## config.mk

```make
export PLATFORM = sky130hd
export DESIGN_NAME = bcd_rtc_core
export DESIGN_NICKNAME = d
export VERILOG_FILES = /design/src/rtl/bcd_rtc_pkg.sv /design/src/rtl/rtc_prescaler.sv /design/src/rtl/rtc_calendar_next.sv /design/src/rtl/bcd_rtc_core.sv
export SDC_FILE = /design/constraint.sdc
export NUM_CORES = 1
export LEC_CHECK = 0
export ABC_CLOCK_PERIOD_IN_PS = 3460
export BUFFER_PORTS_ARGS = -buffer_cell sky130_fd_sc_hd__buf_2
export CAP_MARGIN = 25
export CORE_MARGIN = 3
export CORE_UTILIZATION = 50
export CTS_BUF_LIST = sky130_fd_sc_hd__clkbuf_8
export CTS_CLUSTER_DIAMETER = 150
export DETAILED_ROUTE_END_ITERATION = 10
export PLACE_DENSITY = 0.7
export SYNTH_ARGS = -nofsm -noshare
export SYNTH_HDL_FRONTEND = slang
export SYNTH_SLANG_ARGS = --single-unit
```

## constraint.sdc

```tcl
create_clock -name clk_i -period 3.46 [get_ports clk_i]
set_clock_uncertainty 0.05 [all_clocks]
set_input_delay 0.519 -clock clk_i [delete_from_list [all_inputs] [get_ports clk_i]]
set_output_delay 0.519 -clock clk_i [all_outputs]
set_load 0.05 [all_outputs]
```

## src/rtl/bcd_rtc_pkg.sv

```systemverilog
`timescale 1ns/1ps
package bcd_rtc_pkg;
  localparam int ADDR_W = 4;

  localparam logic [ADDR_W-1:0] A_CTRL = 4'h0;
  localparam logic [ADDR_W-1:0] A_SEC  = 4'h2;
  localparam logic [ADDR_W-1:0] A_MIN  = 4'h3;
  localparam logic [ADDR_W-1:0] A_HOUR = 4'h4;
  localparam logic [ADDR_W-1:0] A_DAY  = 4'h5;
  localparam logic [ADDR_W-1:0] A_WDAY = 4'h6;
  localparam logic [ADDR_W-1:0] A_MON  = 4'h7;
  localparam logic [ADDR_W-1:0] A_YEAR = 4'h8;

  localparam int STOP_BIT = 5;

  typedef struct packed {
    logic [6:0] sec;
    logic [6:0] min;
    logic [5:0] hour;
    logic [5:0] day;
    logic [2:0] wday;
    logic [4:0] mon;
    logic [7:0] year;
    logic       cent;
  } cal_t;

  localparam cal_t CAL_RESET = '{sec: 7'h00, min: 7'h00, hour: 6'h00, day: 6'h01,
                                 wday: 3'd6, mon: 5'h01, year: 8'h00, cent: 1'b0};

  function automatic logic [7:0] bcd_inc(input logic [7:0] v);
    return (v[3:0] == 4'd9) ? {v[7:4] + 4'd1, 4'd0} : v + 8'd1;
  endfunction

  // value at or past its limit returns to lo, else BCD increment
  function automatic logic [7:0] bcd_step(input logic [7:0] v, input logic [7:0] lim,
                                          input logic [7:0] lo);
    return (v >= lim) ? lo : bcd_inc(v);
  endfunction
endpackage

```

## src/rtl/rtc_prescaler.sv

```systemverilog
`timescale 1ns/1ps
module rtc_prescaler #(
  parameter int TICKS_PER_SEC = 32768
) (
  input  logic clk_i,
  input  logic rst_ni,
  input  logic tick_i,
  input  logic hold_i,
  output logic step_o
);
  localparam int CW = (TICKS_PER_SEC > 1) ? $clog2(TICKS_PER_SEC) : 1;
  localparam logic [CW-1:0] LAST = CW'(TICKS_PER_SEC - 1);

  logic [CW-1:0] cnt_q;

  always_ff @(posedge clk_i or negedge rst_ni) begin
    if (!rst_ni)      cnt_q <= '0;
    else if (hold_i)  cnt_q <= '0;
    else if (tick_i)  cnt_q <= (cnt_q == LAST) ? '0 : cnt_q + 1'b1;
  end

  assign step_o = tick_i && !hold_i && (cnt_q == LAST);
endmodule

```

## src/rtl/rtc_calendar_next.sv

```systemverilog
`timescale 1ns/1ps
module rtc_calendar_next
  import bcd_rtc_pkg::*;
(
  input  cal_t cur_i,
  output cal_t nxt_o
);
  logic [7:0] sec8, min8, hr8, day8, mon8;
  logic [7:0] sec_n, min_n, hr_n, day_n, mon_n, yr_n;
  logic [7:0] dim;
  logic       leap;
  logic       w_sec, w_min, w_hr, w_day, w_mon, w_yr;
  logic       c_hr, c_day, c_mon, c_yr, c_cent;

  assign sec8 = {1'b0, cur_i.sec};
  assign min8 = {1'b0, cur_i.min};
  assign hr8  = {2'b0, cur_i.hour};
  assign day8 = {2'b0, cur_i.day};
  assign mon8 = {3'b0, cur_i.mon};

  // odd tens digit: multiple of 4 iff units is 2 or 6
  assign leap = cur_i.year[4] ? (cur_i.year[1:0] == 2'b10) : (cur_i.year[1:0] == 2'b00);

  always_comb begin
    unique case (cur_i.mon)
      5'h02:                      dim = leap ? 8'h29 : 8'h28;
      5'h04, 5'h06, 5'h09, 5'h11: dim = 8'h30;
      default:                    dim = 8'h31;
    endcase
  end

  assign w_sec = sec8 >= 8'h59;
  assign w_min = min8 >= 8'h59;
  assign w_hr  = hr8  >= 8'h23;
  assign w_day = day8 >= dim;
  assign w_mon = mon8 >= 8'h12;
  assign w_yr  = cur_i.year >= 8'h99;

  assign sec_n = bcd_step(sec8, 8'h59, 8'h00);
  assign min_n = bcd_step(min8, 8'h59, 8'h00);
  assign hr_n  = bcd_step(hr8, 8'h23, 8'h00);
  assign day_n = bcd_step(day8, dim, 8'h01);
  assign mon_n = bcd_step(mon8, 8'h12, 8'h01);
  assign yr_n  = bcd_step(cur_i.year, 8'h99, 8'h00);

  assign c_hr   = w_sec && w_min;
  assign c_day  = c_hr && w_hr;
  assign c_mon  = c_day && w_day;
  assign c_yr   = c_mon && w_mon;
  assign c_cent = c_yr && w_yr;

  always_comb begin
    nxt_o = cur_i;
    nxt_o.sec = sec_n[6:0];
    if (w_sec) nxt_o.min = min_n[6:0];
    if (c_hr)  nxt_o.hour = hr_n[5:0];
    if (c_day) begin
      nxt_o.day  = day_n[5:0];
      nxt_o.wday = (cur_i.wday >= 3'd6) ? 3'd0 : cur_i.wday + 3'd1;
    end
    if (c_mon)  nxt_o.mon  = mon_n[4:0];
    if (c_yr)   nxt_o.year = yr_n;
    if (c_cent) nxt_o.cent = ~cur_i.cent;
  end
endmodule

```

## src/rtl/bcd_rtc_core.sv

```systemverilog
`timescale 1ns/1ps
module bcd_rtc_core
  import bcd_rtc_pkg::*;
#(
  parameter int TICKS_PER_SEC = 32768
) (
  input  logic              clk_i,
  input  logic              rst_ni,
  input  logic              tick_i,
  input  logic              req_i,
  input  logic              we_i,
  input  logic              first_i,
  input  logic [ADDR_W-1:0] addr_i,
  input  logic [7:0]        wdata_i,
  output logic [7:0]        rdata_o
);
  cal_t              tm_q, tm_d, tm_nxt;
  logic              vl_q, vl_d, stop_q, stop_d, step;
  logic [ADDR_W-1:0] ptr_q, eff_addr;
  logic              wr;

  assign eff_addr = first_i ? addr_i : ptr_q;
  assign wr       = req_i && we_i;

  rtc_prescaler #(.TICKS_PER_SEC(TICKS_PER_SEC)) u_presc (
    .clk_i  (clk_i),
    .rst_ni (rst_ni),
    .tick_i (tick_i),
    .hold_i (stop_q),
    .step_o (step)
  );

  rtc_calendar_next u_next (
    .cur_i (tm_q),
    .nxt_o (tm_nxt)
  );

  // write overlays the stepped value byte by byte
  always_comb begin
    tm_d   = step ? tm_nxt : tm_q;
    vl_d   = vl_q;
    stop_d = stop_q;
    if (wr) begin
      unique case (eff_addr)
        A_CTRL: stop_d = wdata_i[STOP_BIT];
        A_SEC:  begin tm_d.sec = wdata_i[6:0]; vl_d = wdata_i[7]; end
        A_MIN:  tm_d.min  = wdata_i[6:0];
        A_HOUR: tm_d.hour = wdata_i[5:0];
        A_DAY:  tm_d.day  = wdata_i[5:0];
        A_WDAY: tm_d.wday = wdata_i[2:0];
        A_MON:  begin tm_d.mon = wdata_i[4:0]; tm_d.cent = wdata_i[7]; end
        A_YEAR: tm_d.year = wdata_i;
        default: ;
      endcase
    end
  end

  always_ff @(posedge clk_i or negedge rst_ni) begin
    if (!rst_ni) begin
      tm_q   <= CAL_RESET;
      vl_q   <= 1'b1;
      stop_q <= 1'b0;
      ptr_q  <= '0;
    end else begin
      tm_q   <= tm_d;
      vl_q   <= vl_d;
      stop_q <= stop_d;
      if (req_i) ptr_q <= eff_addr + 1'b1;
    end
  end

  always_comb begin
    rdata_o = '0;
    unique case (eff_addr)
      A_CTRL: rdata_o[STOP_BIT] = stop_q;
      A_SEC:  rdata_o = {vl_q, tm_q.sec};
      A_MIN:  rdata_o = {1'b0, tm_q.min};
      A_HOUR: rdata_o = {2'b0, tm_q.hour};
      A_DAY:  rdata_o = {2'b0, tm_q.day};
      A_WDAY: rdata_o = {5'b0, tm_q.wday};
      A_MON:  rdata_o = {tm_q.cent, 2'b0, tm_q.mon};
      A_YEAR: rdata_o = tm_q.year;
      default: ;
    endcase
  end
endmodule

```

==> flow_metrics.env <==
export IMPL_status="completed"
export IMPL_layout_commonest_cell="dfrtp_1"
export IMPL_synth_avg_cell_area_sq_um=8.43
export IMPL_drive_gt1_share_pct=12.4
export IMPL_leakagePower_nw=2.18
export IMPL_io_pins=26
export IMPL_routed_wl_microns=13300
export IMPL_synth_area_sq_um=4760
export IMPL_cts_buffer_depth=2
export IMPL_endpoint="tm_q[18]"
export IMPL_ant_nets=0
export IMPL_syn_inst=565
export IMPL_clkTransAtPathRegs_ns=0.08
export IMPL_p_per_area_nw_per_um2=798
export IMPL_cts_root_buffer="clkbuf_8"
export IMPL_critPathLaunchType="register"
export IMPL_cts_setup_buffers=0
export IMPL_r2r_slack_ns=0.22
export IMPL_synth_top_area_share_pct=31.0
export IMPL_die_x_microns=104
export IMPL_crit_fanout=11
export IMPL_grt_usage_pct=24.9
export IMPL_finalHoldViolCount=0
export IMPL_slew_headroom_pct=44.4
export IMPL_yosysWarningCount=0
export IMPL_hpwl_microns=9670
export IMPL_path_class="reg -> reg"
export IMPL_grt_pass1_vias=4269
export IMPL_layout_common_cells="59 x dfrtp_1, 55 x nor2_1, 53 x nand2_1"
export IMPL_synth_edf_count=0
export IMPL_area_growth_pct=10.5
export IMPL_finalNetCount=627
export IMPL_fin_util_pct=58.6
export IMPL_max_freq_mhz=309
export IMPL_drt_first_iter_violations=377
export IMPL_synth_main_ff_cell="dfrtp_1"
export IMPL_cts_tree="built"
export IMPL_cts_hold_buffers=0
export IMPL_ys_types=69
export IMPL_synth_top_cell_by_area="dfrtp_1"
export IMPL_clkLatencyLatePin_ns=0.36
export IMPL_overflow=0
export IMPL_crit_path_start="u_presc.cnt_q[6]"
export IMPL_drc=0
export IMPL_cp_required_ns=3.67
export IMPL_worst_pin_slew_ns=0.834
export IMPL_cts_max_level=3
export IMPL_wire_per_inst_microns=18.6
export IMPL_io_buffers=25
export IMPL_fin_crit_ns=3.24
export IMPL_vias_per_cell=6.32
export IMPL_cts_resized=0
export IMPL_finalSetupViolCount=0
export IMPL_die_area_sq_um=10700
export IMPL_finalCritPeriodShare_pct=93.7
export IMPL_synth_seq_cells=64
export IMPL_grt_max_degree=65
export IMPL_reg2reg_depth=6
export IMPL_timing_rr_end="tm_q[18]"
export IMPL_drt_pass1_iter_count=5
export IMPL_grt_pass1_wl_microns=21900
export IMPL_coreArea_sq_um=8980
export IMPL_diodes=0
export IMPL_die_height_microns=104
export IMPL_start_util_pct=53.0
export IMPL_max_vdd_ir_drop_uv=434
export IMPL_rr_startpoint="u_presc.cnt_q[6]"
export IMPL_rsz0062_at_grt="no"
export IMPL_synthArstFlopShare_pct=100
export IMPL_place_congestion=0.981
export IMPL_yosysSeqAreaShare_pct=33.8
export IMPL_maxCapViolations=0
export IMPL_synthTopCellsByArea="dfrtp_1 31%, ha_1 6.6%, nor2_1 4.3%"
export IMPL_dr_total_vias=4517
export IMPL_antenna_found_initial=0
export IMPL_setup_tns_ns=0
export IMPL_row_count=34
export IMPL_end_kind="register"
export IMPL_hp_class="in -> async"
export IMPL_maxSlewViolCount=0
export IMPL_synthesis_nets=608
export IMPL_cp_arrival_ns=3.46
export IMPL_cts_buffers=9
export IMPL_cts_sinks=64
## metal layers
layer,share of wire [%],up-vias,GRT usage [%]
met3,6.0,37,3.42
li1,-,2146,-
met2,46,165,39.0
met5,0,-,0
met4,3.8,0,10.8
met1,45,2169,34.6
## sequential cells by signal, indices dropped and copies added, names as in the netlist
signal	count
stop_q	1
u_presc.cnt_q	15
tm_q	43
vl_q	1
ptr_q	4
## cell usage after synthesis, types with 9 or more instances
cell type,number
dfrtp_1,59
nor2_1,55
nand2_1,53
o21ai_0,40
nand3_1,28
ha_1,25
clkbuf_1,24
inv_1,24
a21oi_1,21
a22oi_1,15
a31oi_1,14
o21a_1,13
o31ai_1,13
xnor2_1,11
nor2b_1,10
and2_1,9
nor3_1,9
## how the worst min path moves through the flow
stage                startpoint               end  slack [ns]  cells after the start
5_1_grt                  rst_ni  u_presc.cnt_q[7]        0.35                      2
3_5_place_dp           ptr_q[0]          ptr_q[0]        0.45                      1
4_1_cts                  rst_ni  u_presc.cnt_q[7]        0.31                      2
2_1_floorplan            rst_ni          ptr_q[0]        0.17                      0
3_3_place_gp   u_presc.cnt_q[1]  u_presc.cnt_q[1]        0.44                      2
6_report                 rst_ni  u_presc.cnt_q[7]        0.29                      2
## critical path: stages, from the launching register on
cell and delay (ns):
dfrtp_1 0.44, nand4_2 0.15, or4_4 0.59, nor3_1 0.67, nand2_1 0.45, or4_1 0.58, a31oi_1 0.21
## layout make-up
class,instances,area (sq um)
Sequential cell,64,1610
Clock inverter,7,125
Fill cell,800,3720
Inverter,24,90.1
Multi-Input combinational cell,448,2940
Clock buffer,9,124
Tap cell,126,158
Timing Repair Buffer,37,215
## logic make-up (layout without fill, tap and decap cells)
kind of cell,after synthesis,in the layout,synth area share [%]
fa+ha+maj,25,25,6.57
flops,64,64,33.8
buf+inv,53,77,4.49
simple gates,221,221,24.2
compound gates,177,177,26.0
mux,9,9,2.02
xor+xnor,16,16,2.94
## per-stage QoR
step	std cells	power (mW)	cell area [sq um]	hold WS (ns)	setup slack, ns
after global placement	699	3.26	5010	0.443	0.396
after detailed placement	699	3.33	5010	0.453	0.251
after floorplan	565	2.76	4760	0.173	0.226
final	715	4.20	5260	0.294	0.219
after CTS	715	4.16	5260	0.314	0.254
after global routing	715	4.49	5260	0.353	0.0557
## power by group
group	switching, mW	total [mW]	internal [mW]
sequential	0.570	1.62	1.05
combinational	0.993	1.75	0.759
clock	0.339	0.827	0.487
Note: power is estimated with default switching activity, not from simulation.
